### src/rtl/vic_pkg.sv
package vic_pkg;
  localparam int NUM_LVL  = 8;
  localparam int LVL_W    = $clog2(NUM_LVL);
  localparam int VEC_W    = 9;
  localparam int VEC_SH   = 6;
  localparam int NUM_PINS = 6;
  localparam int MODE_W   = 2;
  localparam int NUM_EN   = 4;
  localparam int CFG_W    = NUM_PINS * MODE_W + NUM_EN;
  localparam logic [VEC_W-1:0] TOP_VEC = 9'h1E0;

  typedef enum logic [MODE_W-1:0] {
    EDGE_OFF  = 2'd0,
    EDGE_RISE = 2'd1,
    EDGE_FALL = 2'd2,
    EDGE_ANY  = 2'd3
  } edge_mode_e;

  function automatic logic [VEC_W-1:0] vec_of(input logic [LVL_W-1:0] lvl);
    if (lvl == LVL_W'(NUM_LVL - 1)) return TOP_VEC;
    return (VEC_W'(lvl) + VEC_W'(1)) << VEC_SH;
  endfunction
endpackage

### src/rtl/vic_edge_det.sv
module vic_edge_det #(
  parameter int SYNC_STAGES = 2
) (
  input  logic       clk_i,
  input  logic       rst_ni,
  input  logic       pin_i,
  input  logic [1:0] mode_i,
  output logic       evt_o
);
  import vic_pkg::*;

  logic [SYNC_STAGES-1:0] sync_q;
  logic                   prev_q;
  logic                   cur;
  logic                   rise, fall;

  generate
    for (genvar s = 0; s < SYNC_STAGES; s++) begin : g_sync
      always_ff @(posedge clk_i or negedge rst_ni) begin
        if (!rst_ni) sync_q[s] <= 1'b0;
        else if (s == 0) sync_q[s] <= pin_i;
        else sync_q[s] <= sync_q[(s > 0) ? s - 1 : 0];
      end
    end
  endgenerate

  assign cur = sync_q[SYNC_STAGES-1];

  always_ff @(posedge clk_i or negedge rst_ni) begin
    if (!rst_ni) prev_q <= 1'b0;
    else prev_q <= cur;
  end

  assign rise = cur & ~prev_q;
  assign fall = ~cur & prev_q;

  always_comb begin
    unique case (edge_mode_e'(mode_i))
      EDGE_RISE: evt_o = rise;
      EDGE_FALL: evt_o = fall;
      EDGE_ANY:  evt_o = rise | fall;
      default:   evt_o = 1'b0;
    endcase
  end
endmodule

### src/rtl/vic_prio_enc.sv
module vic_prio_enc #(
  parameter int N = 8,
  parameter int W = $clog2(N)
) (
  input  logic [N-1:0] req_i,
  output logic         vld_o,
  output logic [W-1:0] idx_o
);
  always_comb begin
    idx_o = '0;
    for (int i = 0; i < N; i++) begin
      if (req_i[i]) idx_o = W'(i);
    end
  end
  assign vld_o = |req_i;
endmodule

### src/rtl/vic_pend_reg.sv
module vic_pend_reg #(
  parameter int N = 8
) (
  input  logic         clk_i,
  input  logic         rst_ni,
  input  logic [N-1:0] hw_set_i,
  input  logic         sw_we_i,
  input  logic [N-1:0] sw_data_i,
  input  logic [N-1:0] clr_i,
  output logic [N-1:0] pend_o
);
  logic [N-1:0] pend_q, pend_d;

  // software write overrides ack clear; hardware set wins over both
  assign pend_d = (sw_we_i ? sw_data_i : (pend_q & ~clr_i)) | hw_set_i;

  always_ff @(posedge clk_i or negedge rst_ni) begin
    if (!rst_ni) pend_q <= '0;
    else pend_q <= pend_d;
  end

  assign pend_o = pend_q;
endmodule

### src/rtl/vec_irq_ctrl.sv
module vec_irq_ctrl
  import vic_pkg::*;
#(
  parameter int SYNC_STAGES = 2
) (
  input  logic                clk_i,
  input  logic                rst_ni,
  input  logic [NUM_PINS-1:0] pin_i,
  input  logic                tmr1_evt_i,
  input  logic                tmr2_evt_i,
  input  logic                ser_evt_i,
  input  logic                vmon_evt_i,
  input  logic                cfg_we_i,
  input  logic [CFG_W-1:0]    cfg_wdata_i,
  input  logic                swi_we_i,
  input  logic [NUM_LVL-1:0]  swi_data_i,
  input  logic                ack_i,
  input  logic                ret_i,
  output logic                irq_o,
  output logic [LVL_W-1:0]    irq_lvl_o,
  output logic [VEC_W-1:0]    vec_o,
  output logic [NUM_LVL-1:0]  pend_o
);
  localparam int MODE_BITS = NUM_PINS * MODE_W;

  logic [MODE_BITS-1:0] mode_q;
  logic [NUM_EN-1:0]    en_q;
  logic [NUM_PINS-1:0]  pin_evt;
  logic [NUM_LVL-1:0]   hw_set;
  logic [NUM_LVL-1:0]   isr_q, isr_d;
  logic [NUM_LVL-1:0]   ack_clr, ret_clr;
  logic                 pend_vld, isr_vld, take;
  logic [LVL_W-1:0]     pend_idx, isr_idx;

  always_ff @(posedge clk_i or negedge rst_ni) begin
    if (!rst_ni) begin
      mode_q <= '0;
      en_q   <= '0;
    end else if (cfg_we_i) begin
      mode_q <= cfg_wdata_i[MODE_BITS-1:0];
      en_q   <= cfg_wdata_i[CFG_W-1:MODE_BITS];
    end
  end

  generate
    for (genvar p = 0; p < NUM_PINS; p++) begin : g_pin
      vic_edge_det #(.SYNC_STAGES(SYNC_STAGES)) u_edge (
        .clk_i  (clk_i),
        .rst_ni (rst_ni),
        .pin_i  (pin_i[p]),
        .mode_i (mode_q[p*MODE_W +: MODE_W]),
        .evt_o  (pin_evt[p])
      );
    end
  endgenerate

  always_comb begin
    hw_set    = '0;
    hw_set[1] = pin_evt[0] | pin_evt[1];
    hw_set[2] = tmr1_evt_i & en_q[0];
    hw_set[3] = pin_evt[2] | pin_evt[3] | (ser_evt_i & en_q[2]);
    hw_set[4] = tmr2_evt_i & en_q[1];
    hw_set[6] = pin_evt[4] | pin_evt[5];
    hw_set[7] = vmon_evt_i & en_q[3];
  end

  vic_pend_reg #(.N(NUM_LVL)) u_pend (
    .clk_i     (clk_i),
    .rst_ni    (rst_ni),
    .hw_set_i  (hw_set),
    .sw_we_i   (swi_we_i),
    .sw_data_i (swi_data_i),
    .clr_i     (ack_clr),
    .pend_o    (pend_o)
  );

  vic_prio_enc #(.N(NUM_LVL), .W(LVL_W)) u_pend_enc (
    .req_i (pend_o),
    .vld_o (pend_vld),
    .idx_o (pend_idx)
  );

  vic_prio_enc #(.N(NUM_LVL), .W(LVL_W)) u_isr_enc (
    .req_i (isr_q),
    .vld_o (isr_vld),
    .idx_o (isr_idx)
  );

  assign irq_o     = pend_vld && (!isr_vld || pend_idx > isr_idx);
  assign irq_lvl_o = pend_idx;
  assign vec_o     = irq_o ? vec_of(pend_idx) : '0;
  assign take      = ack_i & irq_o;
  assign ack_clr   = take ? (NUM_LVL'(1) << pend_idx) : '0;
  assign ret_clr   = (ret_i && isr_vld) ? (NUM_LVL'(1) << isr_idx) : '0;
  assign isr_d     = (isr_q & ~ret_clr) | ack_clr;

  always_ff @(posedge clk_i or negedge rst_ni) begin
    if (!rst_ni) isr_q <= '0;
    else isr_q <= isr_d;
  end
endmodule

### config.mk
export PLATFORM = sky130hd
export DESIGN_NAME = vec_irq_ctrl
export DESIGN_NICKNAME = d
export VERILOG_FILES = /design/src/rtl/vic_pkg.sv /design/src/rtl/vic_edge_det.sv /design/src/rtl/vic_prio_enc.sv /design/src/rtl/vic_pend_reg.sv /design/src/rtl/vec_irq_ctrl.sv
export SDC_FILE = /design/constraint.sdc
export NUM_CORES = 1
export LEC_CHECK = 0
export ABC_AREA = 1
export BUFFER_PORTS_ARGS = -buffer_cell sky130_fd_sc_hd__buf_2
export CAP_MARGIN = 10
export CORE_ASPECT_RATIO = 1.5
export CORE_MARGIN = 4
export CORE_UTILIZATION = 50
export CTS_BUF_LIST = sky130_fd_sc_hd__clkbuf_8 sky130_fd_sc_hd__clkbuf_16
export CTS_CLUSTER_SIZE = 8
export DETAILED_ROUTE_END_ITERATION = 8
export PLACE_DENSITY = 0.78
export SLEW_MARGIN = 10
export SYNTH_ARGS = -nofsm -noshare
export SYNTH_HDL_FRONTEND = slang
export SYNTH_SLANG_ARGS = --single-unit
### constraint.sdc
create_clock -name clk_i -period 4.4 [get_ports clk_i]
set_clock_uncertainty 0.05 [all_clocks]
set_input_delay 0.22 -clock clk_i [delete_from_list [all_inputs] [get_ports clk_i]]
set_output_delay 0.22 -clock clk_i [all_outputs]
set_load 0.005 [all_outputs]
**Word level (Yosys, flattened, before mapping)**

Cells that the tools add are included.

- $lt $le $gt $ge: 1
- $add $sub $neg: 1
- Multiplexer cells: 27
- $mul: 0
- Reductions and logical operators: 6
- Div/mod/pow operators: 0
- Bitwise operators: 45
- Shift operators: 2
- Equal/unequal tests: 19

Operators by type and width:

| operator | count |
|---|---|
| 2-to-1 mux 9 bit | 3 |
| equality test 2 bit, second input constant | 12 |
| 2-to-1 mux 3 bit | 8 |
| 2-to-1 mux 8 bit | 3 |
| case mux 1 bit (3 select lines) | 6 |
| AND 1 bit | 17 |
| AND 8 bit | 2 |
| NOT 8 bit | 2 |
| bitwise OR 8 bit | 2 |
| OR reduction 8 bit | 2 |
| << shifter 1 x 3 -> 8 bit, first input constant | 2 |
| equality test 2 x 1 -> 1 bit, second input constant | 6 |
| NOT 1 bit | 12 |
| bitwise OR 1 bit | 10 |
| 2-to-1 mux 2 bit | 4 |
| adder 3 x 1 -> 3 bit, second input constant | 1 |
| equality test 3 bit, second input constant | 1 |
| greater-than comparator 3 bit | 1 |
| 2-to-1 mux 1 bit | 3 |
| logical AND 1 bit | 2 |
| logical NOT 1 bit | 1 |
| logical OR 1 bit | 1 |

- Bits in read-only memories: 0
- Latch bits: 0
- Flip-flop bits (word level): 50
- RAM bits: 0
- Memories: 0
- Output and inout port bits: 21
- Input port bits: 40
- Word-level logic and storage cells: 123

**Depth between registers and ports, before layout**

Gate-level depths: netlist (run 1).

- Depth after elaboration: 16
- Gate-level depth with buffers: 13
- Gate-level depth less buffers: 13

**Modules after synthesis**

From an unflattened synthesis (run 1), not the netlist that was laid out.

- Cells, all modules: 308
- Area, all modules: 2747.6 µm²

Modules (own cells, without submodules):

| module | instances | area each (µm²) | sequential area each (µm²) | cells each |
|---|---|---|---|---|
| vec_irq_ctrl | 1 | 1377.6 | 600.6 | 142 |
| vic_edge_det | 6 | 138.9 | 75.1 | 14 |
| vic_pend_reg | 1 | 381.6 | 200.2 | 42 |
| vic_prio_enc | 2 | 77.6 | 0.0 | 20 |

**Least setup slack after synthesis (run 1)**

OpenSTA, ideal clock, no wires.

- Kind: register -> output
- From: register u_pend.pend_q[6] (netlist: u_pend.pend_o[6])
- To: output vec_o[6]
- Path buffers: 1
- Data arrival time: 1763 ps
- Stages on the path, launching flop included: 13
- Data required time: 4130 ps
- Slack: 2367 ps
- Cells stage by stage: dfrtp_1 -> nor2_2 -> nand2_1 -> buf_2 -> ha_1 -> nand3_1 -> nand2_1 -> inv_1 -> nand2_1 -> nand2_2 -> nand2_8 -> nand2_4 -> a21oi_2

- Longest elaborated chain between the ends: 6
- Elaborated cells on any way between the ends: 11
- Classes of those cells: 1 x add/sub; 1 x order compare; 1 x eq/ne; 5 x mux; 3 x reduce/logical

Ends and longest elaborated chain:

| element | RTL line | RTL |
|---|---|---|
| from (decl) | vic_pend_reg.sv:12 | `logic [N-1:0] pend_q, pend_d;` |
| from (signal assigned) | vic_pend_reg.sv:19 | `else pend_q <= pend_d;` |
| 2-to-1 mux 3 bit * (2 in series) | vic_prio_enc.sv:12 | `if (req_i[i]) idx_o = W'(i);` |
| net irq_lvl_o[2] | vec_irq_ctrl.sv:20 | `output logic [LVL_W-1:0] irq_lvl_o,` |
| greater-than comparator 3 bit / equality test 3 bit (equally long branches) | vec_irq_ctrl.sv:89, vic_pkg.sv:20 |  |
| logical OR 1 bit / 2-to-1 mux 1 bit (equally long branches) | vec_irq_ctrl.sv:89, vic_pkg.sv:20 |  |
| logical AND 1 bit / 2-to-1 mux 9 bit (equally long branches) | vec_irq_ctrl.sv:89, vic_pkg.sv:21 |  |
| 2-to-1 mux 9 bit * | vec_irq_ctrl.sv:91 | `assign vec_o = irq_o ? vec_of(pend_idx) : '0;` |
| to (decl) | vec_irq_ctrl.sv:21 | `output logic [VEC_W-1:0] vec_o,` |

Mark *: on every way through the listed nets, which the timed path passes. The rest lies on a longest branch.

**Worst setup path in the final report (run 1)**

- From: register u_pend.pend_q[6] (netlist: u_pend.pend_o[6])
- To: output vec_o[8]

- Longest elaborated chain between the ends: 6
- Elaborated cells on any way between the ends: 11
- Classes of those cells: 1 x add/sub; 1 x order compare; 1 x eq/ne; 5 x mux; 3 x reduce/logical

Ends and longest elaborated chain:

| element | RTL line |
|---|---|
| 2-to-1 mux 3 bit (2 in series) | vic_prio_enc.sv:12 |
| greater-than comparator 3 bit / equality test 3 bit (equally long branches) | vec_irq_ctrl.sv:89, vic_pkg.sv:20 |
| logical OR 1 bit / 2-to-1 mux 1 bit (equally long branches) | vec_irq_ctrl.sv:89, vic_pkg.sv:20 |
| logical AND 1 bit / 2-to-1 mux 9 bit (equally long branches) | vec_irq_ctrl.sv:89, vic_pkg.sv:21 |
| 2-to-1 mux 9 bit * | vec_irq_ctrl.sv:91 |

Every way passes the cells marked *; elsewhere a longest branch is shown, timed or not.

==> run_results.csv, run 1 <==
group,metric,value,unit
outcome,status,"completed",
run,drv_cap,0,
cts,cts-root-buf,"clkbuf_8",
critical_path,cp.depth,12,
routing,ant_nets,0,
yosys,ys_seq_elements,50,
cts,tritoncts,"built",
final_layout,area_growth,18.18,%
yosys,syn_inst,272,
die,die_w,66.74,um
routing,first_pass_iters,6,
routing,routedWlPerCell,13.00,um
cts,cts_buffer_depth,2,
timing,hold_violations,0,
power,power.density,468.7,nW/um2
final_layout,instances_no_fill,400,
placed_design,port_buffers,55,
power,comb_power_share,0.436,
critical_path,r2r-end,"u_pend.pend_o[7]$_DFF_PN0_",
critical_path,reg2reg_depth,12,
cts,htree_levels,2,
timing,grt_setup_unrepaired,"false",
critical_path,crit_arrival,2.41,ns
routing,drt_wl_total,5199,um
die,io_pins,61,
critical_path,crit_start,"u_pend.pend_o[6]$_DFF_PN0_",
routing,viasPerCell,4.873,
critical_path,endpoint_kind,"output pin",
cts,clk_pin_slew,0.08,ns
critical_path,cp.buffers_inverters,2,
critical_path,crit_family,"simple AND/OR/NAND/NOR gates",
final_layout,drive_above_1_share,0.3234,
placed_design,pre_cts_slack,2.048,ns
routing,drc_errors,0,
grt,grt_max_degree,51,
grt,grt_pass1_wl,8625,um
cts,cts_buffers,5,
timing,layout_setup_ws,1.719,ns
critical_path,crit_chain,"nor2_2 > nand2_1 > ha_1 > nand3_1 > nand2_1 > inv_1 > nand2_1 > nand2_2 > nand2_8 > nand2_4 > a21oi_2 > buf_2",
critical_path,required,4.13,ns
critical_path,worstPathMaxFanout,13,
grt,track_usage,0.1796,
timing,fmax,0.3730,GHz
routing,num_vias,1949,
critical_path,startpoint_type,"flop",
grt,grt_pass1_vias,1921,
placed_design,dp_cells,387,
die,num_rows,31,
critical_path,rrSetupSlack,2.15,ns
critical_path,cpMostUsedCell,"nand2_1",
routing,drtIter0Drc,105,
timing,setup_viol,0,
placed_design,placedInstanceArea,2905,um2
worst_hold_path,hold_path_depth,3,
die,start_util,0.5253,
final_layout,final_area,3058,um2
die,core_area,4926,um2
timing,worst_pin_slew,0.6075,ns
placed_design,gp_congestion,0.9140,
yosys,ys_types,28,
power,ir_worst_vdd,237.6,uV
power,p_sw,0.5530,mW
cts,numClockSinks,50,
timing,slew_headroom,0.5950,
cts,post-cts-setup-buffers,0,
critical_path,reg2reg_from,"u_pend.pend_o[6]$_DFF_PN0_",
yosys,ys_warn_count,0,
final_layout,layout.nets,393,
yosys,yosysSeqAreaShare,0.4836,
critical_path,slowest_stage,"ha_1",
final_layout,diodes,0,
critical_path,crit_type,"flop to output pin",
power,pwr-share-clk,0.178,
timing,period_share,0.6094,
critical_path,critPathMaxStageDelay,0.45,ns
power,p_int,0.8804,mW
yosys,post_synth.cell_area_avg,9.513,um2
yosys,netlist_area,2587,um2
timing,slew_violations,0,
power,pwr-share-seq,0.387,
power,switching_share,0.3858,
placed_design,dpl.hpwl,4120,um
power,power_leakage,1.600,nW
die,dieArea,6414,um2
grt,overflow,0,
die,die_h,96.11,um
timing,period_needed,2.681,ns
critical_path,critical_path.endpoint,"vec_o[8]",
timing,fin_tns_setup,0,ns
cts,clk_latency,0.29,ns
worst_hold_path,min_path_type,"input port to flop",
grt,grt_antenna_before_repair,0,
cell usage after synthesis:
library cell  number  share of area
o21ai_0           15          0.029
conb_1             1         0.0014
o22ai_1            2         0.0048
o21ba_2            1         0.0039
nand2_2            5          0.012
o21ai_1            3         0.0058
a22o_1             3          0.010
nand4_1            2         0.0048
inv_1             36          0.052
nor3_1             3         0.0058
nand2_1           43          0.062
nand2_4            2         0.0087
ha_1              18          0.087
nor2_1            15          0.022
nor2_2             4         0.0097
a21oi_1           12          0.023
a21oi_2            3          0.010
nand3_1            9          0.017
nand4_2            8          0.039
o31ai_1            1         0.0029
buf_2              2         0.0039
dfrtp_1           50           0.48
a211oi_1           2         0.0058
nand2_8            1         0.0077
inv_2             10          0.015
clkbuf_1           4         0.0058
buf_4              5          0.015
mux2_2            12          0.052
routing by layer:
layer / vias up / GRT usage / share of wire
met3: 7 / 0.02570 / 0.043
met5: - / 0 / 0
li1: 989 / - / -
met4: 0 / 0.07627 / 0.021
met2: 53 / 0.3204 / 0.54
met1: 900 / 0.2124 / 0.40
layout by cell type (no fill, tap or decap), types with 5 or more instances in the layout:
cell,count
mux2_2,12
nand4_2,8
nand2_1,43
conb_1,5
dfrtp_1,50
o21ai_0,15
ha_1,18
nand2_2,5
inv_2,10
a21oi_1,12
dlygate4sd3_1,7
nand3_1,9
inv_1,36
nor2_1,15
clkbuf_8,6
buf_2,55
worst min-delay path by stage:
| stage | from | end |
|---|---|---|
| final | swi_data_i[5] | u_pend.pend_o[5]$_DFF_PN0_ |
| after global routing | swi_data_i[0] | u_pend.pend_o[0]$_DFF_PN0_ |
| after CTS | swi_data_i[0] | u_pend.pend_o[0]$_DFF_PN0_ |
| after detailed placement | pin_i[1] | g_pin[1].u_edge.sync_q[0]$_DFF_PN0_ |
| after global placement | pin_i[4] | g_pin[4].u_edge.sync_q[0]$_DFF_PN0_ |
| after floorplan | rst_ni | en_q[0]$_DFFE_PN0P_ |
logic make-up (layout without fill, tap and decap cells):
kind of cell    Yosys count  after routing  synth area share
other cells               1              5          0.001449
compound gates           42             42           0.09575
simple gates             92             92            0.1891
buf+inv                  57            115           0.09091
fa+ha+maj                18             18           0.08704
flops                    50             50            0.4836
mux                      12             12           0.05222
area by class of cell:
| cell class | count | area, um2 |
|---|---|---|
| fill | 432 | 1868 |
| sequential | 50 | 1251 |
| multi-input combinational | 169 | 1116 |
| timing repair buffer | 63 | 352.8 |
| inverter | 46 | 172.7 |
| clock buffer | 6 | 82.58 |
| tap | 66 | 82.58 |
per-stage QoR:
stage | hold slack, ns | power, mW | utilization
2_1_floorplan | -0.1256 | 1.009 | -
3_3_place_gp | 0.2776 | 1.171 | 0.5898
3_5_place_dp | 0.2793 | 1.188 | 0.5898
4_1_cts | 0.06322 | 1.450 | 0.6208
5_1_grt | 0.06727 | 1.550 | 0.6208
6_report | 0.06947 | 1.433 | 0.6208
state kept, by name, indices dropped and copies added (netlist names):
register	count
u_pend.pend_o	8
isr_q	8
g_pin.u_edge.cur	6
en_q	4
g_pin.u_edge.sync_q	6
g_pin.u_edge.prev_q	6
mode_q	12
worst register-to-register path: cells and delay by family (launching register included):
family	cells	cell delay, ns
adder cells (fa/ha/maj)	1	0.46
buffers and inverters	1	0.04
flip-flops	1	0.40
AND/OR/NAND/NOR	10	1.20
timing repair:
| action | in CTS | in global routing |
|---|---|---|
| hold buffers | 7 | 0 |
| resized for setup | 0 | 0 |
| hold endpoints to repair | 41 | 0 |
| endpoints found under the setup margin | 0 | 0 |
power by group through the flow:
stage | Combinational [mW] | Sequential (mW) | Clock, mW
floorplan | 0.452 | 0.557 | 0
global placement | 0.610 | 0.560 | 0
detailed placement | 0.624 | 0.564 | 0
CTS | 0.631 | 0.555 | 0.265
global route | 0.702 | 0.563 | 0.285
finish | 0.625 | 0.554 | 0.255
(Power assumes the default switching activity.)
==> run 2: changes to the inputs <==
Clock period 4.4 ns to 2.6 ns, I/O delays scaled along.
==> run 2 against run 1 <==
- total power up 71%
- global-route usage about the same
- critical path depth down 2
- non-clock buffer count up 7
- first-iteration DRC count down 27%
- register-to-register slack worse by 1.5 ns
- final cell count up 2.3%
- clock-buffer cell count unchanged
- combinational power up 71%
- worst hold slack worse by 0.057 ns
==> run_results.csv, run 2 (synthesized netlist as in run 1, its figures left out) <==
group,metric,value,unit
timing,worst_pin_slew,0.5602,ns
final_layout,largest_register_ffs,12,
cts,cts_buffers,5,
worst_hold_path,min_from,"cfg_wdata_i[1]",
worst_hold_path,hold_path_depth,2,
critical_path,crit_arrival,2.12,ns
final_layout,layout.nets,400,
timing,hold_violations,0,
die,num_rows,31,
grt,grt_pass1_wl,8728,um
critical_path,required,2.42,ns
critical_path,endpoint_kind,"output pin",
cts,post-cts-setup-buffers,0,
timing,fmax,0.4339,GHz
timing,fin_tns_setup,0,ns
critical_path,worstPathMaxFanout,9,
routing,drc_errors,0,
critical_path,slowest_stage,"dfrtp_1",
final_layout,final_cell_mix,"55 x buf_2, 50 x dfrtp_1, 43 x nand2_1, 37 x inv_1, 18 x ha_1",
routing,drt_wl_total,5302,um
grt,grt_pass1_vias,1991,
cts,cts_buffer_depth,2,
placed_design,dpl.hpwl,4217,um
die,dieArea,6414,um2
routing,first_pass_iters,4,
routing,num_vias,2025,
critical_path,reg2reg_from,"u_pend.pend_o[1]$_DFF_PN0_",
cts,numClockSinks,50,
cts,tritoncts,"built",
worst_hold_path,min_path_type,"input port to flop",
routing,routedWlPerCell,12.96,um
cts,htree_levels,2,
critical_path,critPathMaxStageDelay,0.41,ns
final_layout,top_register,"mode_q",
final_layout,drive_above_1_share,0.3236,
power,ir_worst_vdd,411.6,uV
final_layout,diodes,0,
cts,clk_pin_slew,0.09,ns
timing,period_needed,2.305,ns
placed_design,port_buffers,55,
grt,grt_max_degree,27,
power,power_leakage,1.639,nW
routing,ant_nets,0,
timing,period_share,0.8864,
cts,clk_latency,0.29,ns
die,die_w,66.74,um
timing,grt_setup_unrepaired,"false",
die,die_h,96.11,um
die,core_area,4926,um2
run,drv_cap,0,
routing,drtIter0Drc,77,
final_layout,layout_commonest_cell,"buf_2",
critical_path,crit_chain,"a21oi_1 > o21ai_0 > a21oi_1 > ha_1 > nand4_1 > nand2_2 > nand2_8 > nand2_4 > a21oi_2 > buf_2",
worst_hold_path,worstHoldEndpoint,"mode_q[1]$_DFFE_PN0P_",
final_layout,area_growth,21.03,%
timing,slew_headroom,0.6265,
placed_design,gp_congestion,0.8922,
final_layout,instances_no_fill,409,
critical_path,rrSetupSlack,0.66,ns
die,start_util,0.5253,
outcome,status,"completed",
routing,viasPerCell,4.951,
cts,cts.repair.resized,0,
grt,overflow,0,
critical_path,startpoint_type,"flop",
cts,cts-root-buf,"clkbuf_8",
critical_path,cpMostUsedCell,"a21oi_1",
timing,slew_violations,0,
power,power.density,784.5,nW/um2
critical_path,reg2reg_depth,10,
die,io_pins,61,
grt,grt_antenna_before_repair,0,
critical_path,crit_type,"flop to output pin",
placed_design,dp_cells,389,
critical_path,r2r-end,"u_pend.pend_o[6]$_DFF_PN0_",
grt,track_usage,0.1800,
timing,setup_viol,0,
## run 2: worst max-delay path, delay by kind of cell, from the launching register on
kind                     cells  cell delay, ns
buffers and inverters        1            0.12
flip-flops                   1            0.41
AO/OA/AOI/OAI                4            0.62
AND/OR/NAND/NOR              4            0.40
adder cells (fa/ha/maj)      1            0.29
## run 2: cell type report
| type | count | area (um2) |
|---|---|---|
| multi-input combinational | 169 | 1116 |
| inverter | 46 | 172.7 |
| tap | 66 | 82.58 |
| timing repair buffer | 70 | 417.9 |
| clock inverter | 2 | 8.758 |
| fill | 433 | 1794 |
| clock buffer | 6 | 82.58 |
| sequential | 50 | 1251 |
## run 2: stage by stage
step                setup WS [ns]  power, mW  hold slack, ns  cell area, um2  utilization
floorplan                  0.6567      1.707         -0.2156            2603            -
global placement           0.6351      1.982          0.1153            2920       0.5928
detailed placement         0.5955      2.014          0.1169            2920       0.5928
CTS                        0.2711      2.482        0.003063            3132       0.6358
global route               0.1425      2.643        0.001564            3132       0.6358
finish                     0.2953      2.457         0.01228            3132       0.6358
## run 2: where the power goes
group          total (mW)  leakage (nW)  internal, mW  switching (mW)
Clock               0.447        0.0524         0.211           0.236
Sequential          0.940         0.593         0.871          0.0693
Combinational        1.07         0.994         0.419           0.650
## run 2: metal layers
layer  part of all wire  track usage
met4              0.017      0.06610
met3              0.046      0.02921
met5                  0            0
met2               0.54       0.3303
met1               0.40       0.2065
## run 2: worst max-delay path by stage
stage | cells after the start | slack [ns] | from | endpoint
after floorplan | 12 | 0.66 | u_pend.pend_o[6]$_DFF_PN0_ | vec_o[6]
after global placement | 10 | 0.64 | u_pend.pend_o[1]$_DFF_PN0_ | vec_o[8]
after detailed placement | 10 | 0.60 | u_pend.pend_o[1]$_DFF_PN0_ | vec_o[8]
after CTS | 10 | 0.27 | u_pend.pend_o[1]$_DFF_PN0_ | vec_o[8]
after global routing | 10 | 0.14 | u_pend.pend_o[1]$_DFF_PN0_ | vec_o[5]
final | 10 | 0.30 | u_pend.pend_o[1]$_DFF_PN0_ | vec_o[8]
## run 2: repair_timing
action                                  CTS  global route
hold buffers                             12             0
endpoints found under the setup margin    0             0
hold endpoints to repair                 35             0
==> run 3: changes to the inputs <==
Settings changed: CORE_MARGIN 4 to 3.
==> run 3 against run 2 <==
- the flow now finishes with violations (hold timing)
- final cell count is 0.24% lower
- first-iteration DRC count grew 30%
- via count down 0.84%
- global-route usage decreased by 0.38 points
- critical path depth unchanged
- fmax fell by 3.4%
- worst hold slack got worse by 0.045 ns
- register-to-register slack worse by 0.10 ns
- die area shrank 5.0%
==> run_results.csv, run 3 (synthesized netlist as in run 1, its figures left out) <==
group,metric,value,unit
critical_path,startpoint_type,"flop",
grt,grt_pass1_vias,1964,
cts,cts-root-buf,"clkbuf_8",
die,start_util,0.5253,
die,num_rows,31,
placed_design,dpl.hpwl,3883,um
final_layout,largest_register_ffs,12,
cts,cts_buffers,5,
final_layout,layout_commonest_cell,"buf_2",
grt,track_usage,0.1762,
critical_path,slowest_stage,"dfrtp_1",
critical_path,crit_family,"compound AO/OA/AOI/OAI gates",
outcome,violations,"hold timing",
placed_design,port_buffers,55,
final_layout,final_core_utilization,0.6393,
final_layout,final_cell_mix,"55 x buf_2, 50 x dfrtp_1, 43 x nand2_1, 36 x inv_1, 18 x ha_1",
final_layout,area_growth,21.71,%
cts,htree_levels,2,
power,power_leakage,1.632,nW
critical_path,worstPathMaxFanout,9,
cts,tritoncts,"built",
worst_hold_path,min_path_type,"input port to async pin",
power,power.density,809.3,nW/um2
die,dieArea,6092,um2
critical_path,cpMostUsedCell,"a21oi_1",
timing,grt_setup_unrepaired,"false",
routing,viasPerCell,4.922,
critical_path,crit_type,"flop to output pin",
final_layout,drive_above_1_share,0.3216,
cts,post-cts-setup-buffers,0,
routing,first_pass_iters,4,
routing,drc_errors,0,
routing,routedWlPerCell,12.25,um
routing,drt_wl_total,4999,um
timing,fmax,0.4189,GHz
final_layout,top_register,"mode_q",
routing,num_vias,2008,
routing,wl_met3,221,um
timing,setup_viol,0,
die,core_area,4926,um2
critical_path,critPathMaxStageDelay,0.41,ns
final_layout,layout.nets,399,
routing,met2WireLength,2571,um
cts,numClockSinks,50,
routing,drtIter0Drc,100,
final_layout,diodes,0,
grt,grt_max_degree,51,
critical_path,endpoint_kind,"output pin",
cts,cts_buffer_depth,2,
critical_path,crit_chain,"a21oi_1 > o21ai_0 > a21oi_1 > ha_1 > nand4_1 > nand2_2 > nand2_8 > nand2_4 > a21oi_2 > buf_2",
run,drv_cap,0,
timing,period_needed,2.387,ns
grt,overflow,0,
grt,grt_antenna_before_repair,0,
timing,hold_ws,-0.03231,ns
outcome,status,"finished with violations",
critical_path,crit_arrival,2.21,ns
critical_path,cp.buffers_inverters,1,
timing,slew_violations,0,
power,ir_worst_vdd,637.7,uV
die,die_w,64.74,um
timing,period_share,0.9180,
routing,ant_nets,0,
timing,hold_violations,50,
die,die_h,94.11,um
timing,fin_tns_setup,0,ns
placed_design,gp_congestion,0.9318,
timing,worst_pin_slew,1.061,ns
die,io_pins,61,
timing,slew_headroom,0.2930,
critical_path,required,2.42,ns
cts,clk_latency,0.30,ns
routing,dr.max_layer_used,"met4",
routing,drt-met1-wl,2095,um
cts,cts.repair.resized,0,
grt,grt_pass1_wl,8438,um
cts,clk_pin_slew,0.10,ns
run 3: timing repair:
action	CTS	global route
hold buffers	13	0
hold endpoints to repair	13	0
endpoints found under the setup margin	0	0
run 3: layout make-up:
| class | count | area [um2] |
|---|---|---|
| clock buffer | 5 | 68.82 |
| clock inverter | 3 | 45.04 |
| fill | 429 | 1777 |
| inverter | 46 | 172.7 |
| multi-input combinational | 169 | 1116 |
| sequential | 50 | 1251 |
| tap | 66 | 82.58 |
| timing repair buffer | 69 | 412.9 |
run 3: worst register-to-register path, delay by kind of cell, from the launching register on:
family                   cells  cell delay (ns)
AO/OA/AOI/OAI                3             0.54
flip-flops                   1             0.41
adder cells (fa/ha/maj)      1             0.30
AND/OR/NAND/NOR              6             0.61
run 3: metrics by stage:
step	instances	total power, mW	instance area [um2]	setup slack [ns]
after global routing	408	2.743	3149	0.07640
after global placement	387	1.968	2905	0.6267
after floorplan	276	1.707	2603	0.6567
after detailed placement	387	2.008	2905	0.5332
after CTS	408	2.572	3149	0.1865
final	408	2.549	3149	0.2131
run 3: worst paths after layout:
kind / start / to / slack (ns) / cells after the start
worst max-delay path: u_pend.pend_o[1]$_DFF_PN0_ / vec_o[6] / 0.21 / 10
max in group asynchronous: rst_ni / g_pin[3].u_edge.prev_q$_DFF_PN0_ / 1.87 / 1
worst max register to register: u_pend.pend_o[1]$_DFF_PN0_ / u_pend.pend_o[3]$_DFF_PN0_ / 0.56 / 10
worst min-delay path: rst_ni / g_pin[0].u_edge.prev_q$_DFF_PN0_ / -0.03 / 1
worst min register to register: g_pin[0].u_edge.sync_q[0]$_DFF_PN0_ / g_pin[0].u_edge.cur$_DFF_PN0_ / 0.30 / 0
min in group clk_i: cfg_wdata_i[3] / mode_q[3]$_DFFE_PN0P_ / 0.01 / 2
run 3: where the power goes:
part           internal [mW]  switching (mW)
Clock                  0.286           0.255
Combinational          0.419           0.647
Sequential             0.871          0.0698
run 3: routing by layer:
metal / vias up / track usage
met4: 0 / 0.06702
met5: - / 0
li1: 1008 / -
met1: 940 / 0.2023
met2: 50 / 0.3185
met3: 10 / 0.03234
